[config.mk]
export PLATFORM = sky130hd
export DESIGN_NAME = lockreg_file
export DESIGN_NICKNAME = d
export VERILOG_FILES = /design/src/rtl/sysreg_pkg.sv /design/src/rtl/sysreg_osc.sv /design/src/rtl/sysreg_btn.sv /design/src/rtl/lockreg_file.sv
export SDC_FILE = /design/constraint.sdc
export NUM_CORES = 1
export LEC_CHECK = 0
export BUFFER_PORTS_ARGS = -buffer_cell sky130_fd_sc_hd__buf_2
export CORE_UTILIZATION = 45
export DETAILED_ROUTE_END_ITERATION = 12
export PLACE_DENSITY = 0.75
export SLEW_MARGIN = 10
export SYNTH_ARGS = -nofsm -noshare
export SYNTH_HDL_FRONTEND = slang
export SYNTH_SLANG_ARGS = --single-unit
[constraint.sdc]
create_clock -name pclk -period 4.8 [get_ports pclk]
set_clock_uncertainty 0.2 [all_clocks]
set_input_delay 0.24 -clock pclk [delete_from_list [all_inputs] [get_ports pclk]]
set_output_delay 0.24 -clock pclk [all_outputs]
set_load 0.01 [all_outputs]
[src/rtl/sysreg_pkg.sv]
package sysreg_pkg;
  localparam int OSC_W = 19;
  localparam logic [15:0] UNLOCK_KEY = 16'hA05F;

  localparam logic [7:0] OFS_LOCK  = 8'h0C;
  localparam logic [7:0] OFS_LED   = 8'h10;
  localparam logic [7:0] OFS_WDAT  = 8'h14;
  localparam logic [7:0] OFS_BTN   = 8'h18;
  localparam logic [7:0] OFS_SW    = 8'h1C;
  localparam logic [7:0] OFS_RDAT  = 8'h20;
  localparam logic [7:0] OFS_MADR0 = 8'h24;
  localparam logic [7:0] OFS_MADR1 = 8'h28;

  // divisor reset: post-div 0, ref-div 22, vco-div 112
  function automatic logic [OSC_W-1:0] osc_reset();
    return {3'd0, 7'd22, 9'd112};
  endfunction

  function automatic logic key_ok(logic [15:0] d);
    return d == UNLOCK_KEY;
  endfunction
endpackage

[src/rtl/sysreg_osc.sv]
module sysreg_osc #(
  parameter int N_OSC = 3,
  parameter int OSC_W = sysreg_pkg::OSC_W
) (
  input  logic                   clk,
  input  logic                   rst_n,
  input  logic                   lock_wr,
  input  logic [N_OSC-1:0]       osc_wr,
  input  logic [OSC_W-1:0]       wdata,
  output logic                   lock_open,
  output logic [N_OSC*OSC_W-1:0] osc_flat
);
  always_ff @(posedge clk or negedge rst_n)
    if (!rst_n)       lock_open <= 1'b0;
    else if (lock_wr) lock_open <= sysreg_pkg::key_ok(wdata[15:0]);

  for (genvar i = 0; i < N_OSC; i++) begin : g_osc
    logic [OSC_W-1:0] word;
    always_ff @(posedge clk or negedge rst_n)
      if (!rst_n)                      word <= sysreg_pkg::osc_reset();
      else if (osc_wr[i] && lock_open) word <= wdata;
    assign osc_flat[i*OSC_W +: OSC_W] = word;
  end
endmodule

[src/rtl/sysreg_btn.sv]
module sysreg_btn #(
  parameter int SYNC = 2
) (
  input  logic clk,
  input  logic rst_n,
  input  logic btn,
  input  logic sw_wr,
  input  logic sw_val,
  output logic rise,
  output logic flag
);
  logic [SYNC:0] sh;

  always_ff @(posedge clk or negedge rst_n)
    if (!rst_n) sh <= '0;
    else        sh <= {sh[SYNC-1:0], btn};

  assign rise = sh[SYNC-1] & ~sh[SYNC];

  always_ff @(posedge clk or negedge rst_n)
    if (!rst_n)     flag <= 1'b0;
    else if (rise)  flag <= 1'b1;
    else if (sw_wr) flag <= sw_val;
endmodule

[src/rtl/lockreg_file.sv]
module lockreg_file #(
  parameter int          AW      = 8,
  parameter int          DW      = 32,
  parameter int          N_OSC   = 3,
  parameter int          LED_W   = 8,
  parameter int          SW_W    = 8,
  parameter int          SYNC    = 2,
  parameter logic [31:0] MADR0_RST = 32'h0400_0000,
  parameter logic [31:0] MADR1_RST = 32'h0400_0004
) (
  input  logic                    pclk,
  input  logic                    presetn,
  input  logic                    psel,
  input  logic                    penable,
  input  logic                    pwrite,
  input  logic [AW-1:0]           paddr,
  input  logic [DW-1:0]           pwdata,
  output logic [DW-1:0]           prdata,
  input  logic                    btn_in,
  input  logic [SW_W-1:0]         sw_in,
  input  logic [DW-1:0]           mst_rdata,
  input  logic                    mst_rvalid,
  output logic [LED_W-1:0]        led_out,
  output logic                    irq_out,
  output logic [N_OSC*sysreg_pkg::OSC_W-1:0] osc_cfg,
  output logic [DW-1:0]           mst_wdata,
  output logic [DW-1:0]           mst_addr0,
  output logic [DW-1:0]           mst_addr1
);
  import sysreg_pkg::*;
  localparam int LOCK_BIT = 16;

  logic             wr_any;
  logic [N_OSC-1:0] osc_wr;
  logic             lock_open;
  logic             btn_rise;
  logic             btn_flag;
  logic [DW-1:0]    rdat_q;

  assign wr_any = psel & penable & pwrite;

  for (genvar i = 0; i < N_OSC; i++) begin : g_dec
    assign osc_wr[i] = wr_any && (paddr == AW'(4 * i));
  end

  sysreg_osc #(.N_OSC(N_OSC), .OSC_W(OSC_W)) u_osc (
    .clk      (pclk),
    .rst_n    (presetn),
    .lock_wr  (wr_any && paddr == AW'(OFS_LOCK)),
    .osc_wr   (osc_wr),
    .wdata    (pwdata[OSC_W-1:0]),
    .lock_open(lock_open),
    .osc_flat (osc_cfg)
  );

  sysreg_btn #(.SYNC(SYNC)) u_btn (
    .clk   (pclk),
    .rst_n (presetn),
    .btn   (btn_in),
    .sw_wr (wr_any && paddr == AW'(OFS_BTN)),
    .sw_val(pwdata[0]),
    .rise  (btn_rise),
    .flag  (btn_flag)
  );
  assign irq_out = btn_flag;

  always_ff @(posedge pclk or negedge presetn)
    if (!presetn) begin
      led_out   <= '0;
      mst_wdata <= '0;
      mst_addr0 <= MADR0_RST;
      mst_addr1 <= MADR1_RST;
    end else if (wr_any) begin
      if (paddr == AW'(OFS_LED))   led_out   <= pwdata[LED_W-1:0];
      if (paddr == AW'(OFS_WDAT))  mst_wdata <= pwdata;
      if (paddr == AW'(OFS_MADR0)) mst_addr0 <= pwdata;
      if (paddr == AW'(OFS_MADR1)) mst_addr1 <= pwdata;
    end

  always_ff @(posedge pclk or negedge presetn)
    if (!presetn)        rdat_q <= '0;
    else if (mst_rvalid) rdat_q <= mst_rdata;

  always_comb begin
    prdata = '0;
    for (int i = 0; i < N_OSC; i++)
      if (paddr == AW'(4 * i)) prdata = DW'(osc_cfg[i*OSC_W +: OSC_W]);
    case (paddr)
      AW'(OFS_LOCK):  prdata[LOCK_BIT] = ~lock_open;
      AW'(OFS_LED):   prdata = DW'(led_out);
      AW'(OFS_WDAT):  prdata = mst_wdata;
      AW'(OFS_BTN):   prdata = DW'(btn_flag);
      AW'(OFS_SW):    prdata = DW'(sw_in);
      AW'(OFS_RDAT):  prdata = rdat_q;
      AW'(OFS_MADR0): prdata = mst_addr0;
      AW'(OFS_MADR1): prdata = mst_addr1;
      default: ;
    endcase
  end
endmodule

==> run metrics, run 1 <==
status=finished, final reports clean; worst skew pair latency=between 0.4 and 0.5 ns; Max Fclk=336 MHz; Max-Cap Viols=0; Clk pwr share=0.410; initial drt markers=280; Total GRT Usage=0.264; endpoints failing hold=0; nets=1107; min cycle time layout=2.98 ns; global-route wire length before repair=43100 um; die height=between 100 and 150 um; drt wl/cell=21.4 um; yosys warns=0; Startpoint Class=primary input; commonest non-fill, non-tap cells in the layout=buf_2, dfrtp_1, mux2_2; Longest Clk Path Bufs=2; sequential share of the synthesized area=0.532; post-CTS sizing=0; fillers=between 1.5k and 2k; Switching Fraction=0.248; Post-Synthesis Mean Instance Area=~13 sq um; area of the multi-input gates=a little over 4000 sq um; Finished Cell Area=roughly 12000 sq um; pwr dens=roughly 280 nW/um^2; Hold Path Class=flop to flop; Synth async-reset ratio=1.00; remaining global-route overflow=0; core box area=slightly above 20000 sq um; postcts setup bufs=0; Worst EP arrival=~2.5 ns; row count=52; Worst-Margin Slew=1.05 ns; Layout Cells excl Fill=1304; vias per cell=5.58; Top FF cell, synth=dfrtp_1; First-pass DRT Iterations=4; Post-Route WL=between 20000 and 30000 um; Cell Area, Placed=approximately 11000 sq um; Post-Syn Instances=696; largest net degree at the start of global routing=117; Yosys reg bits=just under 200; Worst-path clk slew=approximately 0.070 ns; Mapped Nets=783; GPL Wtd Cong=0.798; port buffer count=280; commonest non-fill, non-tap cell in the layout=buf_2; initial antenna violation count=1; Worst Hold Depth=0; Top Ports=281; final worst path period share=0.620; Worst EP required=4.36 ns; Place WS=between 1.5 and 2 ns; Post-synth EDFFs=0; R2R depth=3; worst setup margin=1.82 ns; die area=21400 sq um; Residual DRC=0; cts hold-fix bufs=66; Slew Limit Fails=0; Cells after DPL=1205; via count=~7.3k; share of total power in combinational logic=0.090; Distinct cells, synth=48; vias in the first global route=7528; crit end category=primary output; FF/Latch Area=roughly 5000 sq um; Initial Utilization=0.461; Pint=roughly 0.0026 W; critical path peak fanout=between 50 and 60; relative slew slack=0.302; P_sw=between 0.0008 and 0.0009 W; Final Core Density=0.599; clock sink total=between 150 and 200; setup_tns=0 ns; RSZ-0062 raised after global routing=no; clock root buffer=clkbuf_16; Syn-to-layout area delta=30.0%; CTS tree=done; Max IR drop VDD=249 uV; Post-DP HPWL=18100 um; Post-Syn Area=roughly 9400 sq um; H-tree Lvls=4; Setup Viol. Count Final=0; antenna-violating nets left=0; TritonCTS Buffers=17; width of the die=146 um; critical path class=primary input to primary output; sequential power share=0.501; proportion of layout cells with a drive suffix above 1=0.526; leak pwr=approximately 6.5 nW
## power groups by stage
stage	Combinational [W]	Clock (W)	Sequential, W
after global routing	0.000340	0.00151	0.00174
after CTS	0.000313	0.00144	0.00173
after detailed placement	0.000271	0	0.00177
after global placement	0.000266	0	0.00176
after floorplan	0.000123	0	0.00177
final	0.000311	0.00142	0.00173
## area by class of cell
type	instances	share of cell area
Multi-Input combinational cell	449	0.340
Clock inverter	12	0.00956
Inverter	2	0.000617
Antenna cell	1	0.000206
Tap cell	270	0.0278
Timing Repair Buffer	352	0.175
Sequential cell	198	0.409
Clock buffer	20	0.0375
## path summary, 6_finish.rpt
check / from / to / slack (ns)
setup / recovery: paddr[2] / prdata[5] / 1.82
hold / removal: u_btn.sh[0] / u_btn.sh[1] / 0.15
setup reg to reg: u_osc.lock_open / u_osc.g_osc[1].word[15] / 2.94
hold reg to reg: u_btn.sh[0] / u_btn.sh[1] / 0.15
max in group asynchronous: presetn / mst_wdata[15] / 3.15
min in group asynchronous: presetn / mst_addr1[0] / 0.19
## per-stage QoR
step | power, W | hold slack, ns
2_1_floorplan | 0.00189 | -0.256
4_1_cts | 0.00349 | 0.135
3_5_place_dp | 0.00204 | 0.126
3_3_place_gp | 0.00203 | 0.122
5_1_grt | 0.00359 | 0.159
6_report | 0.00347 | 0.153
## flip-flops by register name (all words and copies together), names as in the netlist
register          flops
u_osc.g_osc.word     57
mst_addr1            32
u_btn.flag            1
rdat_q               32
mst_wdata            32
u_btn.sh              3
u_osc.lock_open       1
mst_addr0            32
led_out               8
## cells by family (layout without fill, tap and decap cells)
kind of cell,count (synthesis),after routing,share of synthesized area
buffers and inverters,49,386,0.0278
AO/OA/AOI/OAI,116,116,0.0855
other,0,1,0
AND/OR/NAND/NOR,97,97,0.0595
flip-flops,198,198,0.532
multiplexers,236,236,0.295
## cell usage after synthesis, types with 12 or more instances
master    number  share of area
mux2i_1       36          0.038
o21ai_0       37          0.020
clkbuf_1      16         0.0064
a21oi_1       16         0.0086
buf_2         19          0.010
dfrtp_1      177           0.47
mux2_1        12          0.014
o221ai_1      12          0.011
nand2_1       45          0.018
a22o_1        14          0.013
mux2_4        40          0.064
dfstp_2       21          0.059
mux2_2       148           0.18
## worst max-delay path, stage by stage
cell and delay, ns:
buf_2 0.10, buf_4 0.49, clkinv_1 0.79, o21ai_0 0.41
a22oi_1 0.11, o22ai_1 0.20, buf_2 0.18
## layer usage
| layer | global-route usage | wire length [um] |
|---|---|---|
| met2 | 0.432 | 13700 |
| met5 | 0 | 0 |
| met1 | 0.343 | 11800 |
| met4 | 0.104 | 611 |
| met3 | 0.0534 | 1750 |
Note: power is estimated with default switching activity, not from simulation.
==> run 2, diff against run 1 <==
==> constraint.sdc (replaced) <==
create_clock -name pclk -period 2.9 [get_ports pclk]
set_clock_uncertainty 0.2 [all_clocks]
set_input_delay 0.145 -clock pclk [delete_from_list [all_inputs] [get_ports pclk]]
set_output_delay 0.145 -clock pclk [all_outputs]
set_load 0.01 [all_outputs]
==> run metrics, run 2 (synthesis results as in run 1) <==
global-route wire length before repair=between 40000 and 50000 um; min cycle time layout=~2.8 ns; Syn-to-layout area delta=31.4%; postcts setup bufs=0; crit end category=primary output; port buffer count=280; H-tree Lvls=4; initial antenna violation count=0; RSZ-0062 raised after global routing=no; critical path peak fanout=18; GR Util met2=0.430; Initial Utilization=0.461; Post-Route WL=approximately 28000 um; Final Core Density=0.606; Max IR drop VDD=~490 uV; GPL Wtd Cong=approximately 0.84; critical path class=primary input to primary output; GRT busiest layer=met2; relative slew slack=0.505; proportion of layout cells with a drive suffix above 1=0.532; via count=roughly 7.4k; Max-Cap Viols=0; First-pass DRT Iterations=5; # diodes=0; GR Util met1=0.344; vias per cell=between 5 and 6; Residual DRC=0; fillers=between 1.5k and 2k; Finished Cell Area=12300 sq um; Global Route met3 Usage=0.0609; core box area=between 20000 and 25000 sq um; row count=between 50 and 60; die height=146 um; endpoints failing hold=0; Top Ports=281; Max Fclk=about 360 MHz; worst skew pair latency=approximately 0.42 ns; number of flip-flops in the largest register=between 50 and 60; Longest Clk Path Bufs=2; CTS tree=done; Worst-Margin Slew=between 0.7 and 0.8 ns; die area=roughly 21000 sq um; status=finished, final reports clean; width of the die=between 100 and 150 um; commonest non-fill, non-tap cells in the layout=buf_2, dfrtp_1, mux2_2; leak pwr=~6.6 nW; Worst EP arrival=2.46 ns; pwr dens=468 nW/um^2; Startpoint Class=primary input; Total GRT Usage=0.266; final worst path period share=0.968; clock sink total=198; initial drt markers=between 300 and 400; clock root buffer=clkbuf_16; Post-DP HPWL=between 15000 and 20000 um; largest net degree at the start of global routing=70; Slew Limit Fails=0; TritonCTS Buffers=17; nets=approximately 1.1k; Cell Area, Placed=approximately 11000 sq um; Worst EP required=2.56 ns; Top reg by flops=u_osc.g_osc.word; remaining global-route overflow=0; antenna-violating nets left=0; commonest non-fill, non-tap cell in the layout=buf_2; Worst-path clk slew=approximately 0.07 ns; drt wl/cell=about 21 um; Hold Path Class=primary input to flop; Setup Viol. Count Final=0; setup_tns=0 ns; vias in the first global route=about 7.6k
## run 2: metrics by stage
step                      total power, W  hold slack [ns]  setup slack (ns)  cells
after floorplan                  0.00313           -0.351              1.08    696
after global placement           0.00337          -0.0192             0.565   1217
after detailed placement         0.00338          -0.0132             0.449   1217
after CTS                        0.00581           0.0287            0.0575   1316
after global routing             0.00596           0.0565            0.0316   1316
final                            0.00575           0.0401            0.0925   1316
## run 2: timing repair
item                                    4_1_cts  5_1_grt
hold endpoints to repair                    258        0
endpoints found under the setup margin        0        1
hold buffers                                 67        0
resized for setup                             0        1
## run 2: power by group
group / leakage (nW) / switching, W / total, W / internal, W
sequential: 2.60 / 0.0000412 / 0.00287 / 0.00283
combinational: 3.70 / 0.000284 / 0.000531 / 0.000247
clock: 0.282 / 0.00112 / 0.00235 / 0.00123
## run 2: layer usage
| metal | wire (um) | share of wire |
|---|---|---|
| met4 | 788 | 0.028 |
| met1 | 11900 | 0.42 |
| met2 | 13500 | 0.48 |
| met5 | 0 | 0 |
| met3 | 1980 | 0.070 |
## run 2: cell type report
| type | count | area, sq um | share of cell area |
|---|---|---|---|
| flip-flops and latches | 198 | 4980 | 0.405 |
| multi-input cells | 449 | 4130 | 0.336 |
| repair buffers | 365 | 2260 | 0.184 |
| clock buffers | 18 | 439 | 0.0357 |
| well taps | 270 | 338 | 0.0275 |
| clock inverters | 14 | 139 | 0.0113 |
| inverters | 2 | 7.51 | 0.000610 |
## run 2: final timing paths
kind / end / slack, ns / cells after the start / startpoint
min in group asynchronous: u_osc.g_osc[2].word[3] / 0.08 / 2 / presetn
max in group asynchronous: u_osc.g_osc[1].word[11] / 1.61 / 3 / presetn
worst max-delay path: prdata[13] / 0.09 / 7 / paddr[3]
worst min register to register: u_btn.sh[1] / 0.16 / 0 / u_btn.sh[0]
worst max register to register: u_osc.g_osc[1].word[14] / 1.04 / 3 / u_osc.lock_open
worst min-delay path: u_btn.flag / 0.04 / 5 / paddr[5]
## run 2: worst max-delay path, stage by stage
cell,delay [ns]
dlygate4sd3_1,0.52
buf_4,0.25
or3b_2,0.68
o221ai_1,0.29
a21oi_1,0.14
a221o_1,0.28
buf_2,0.14
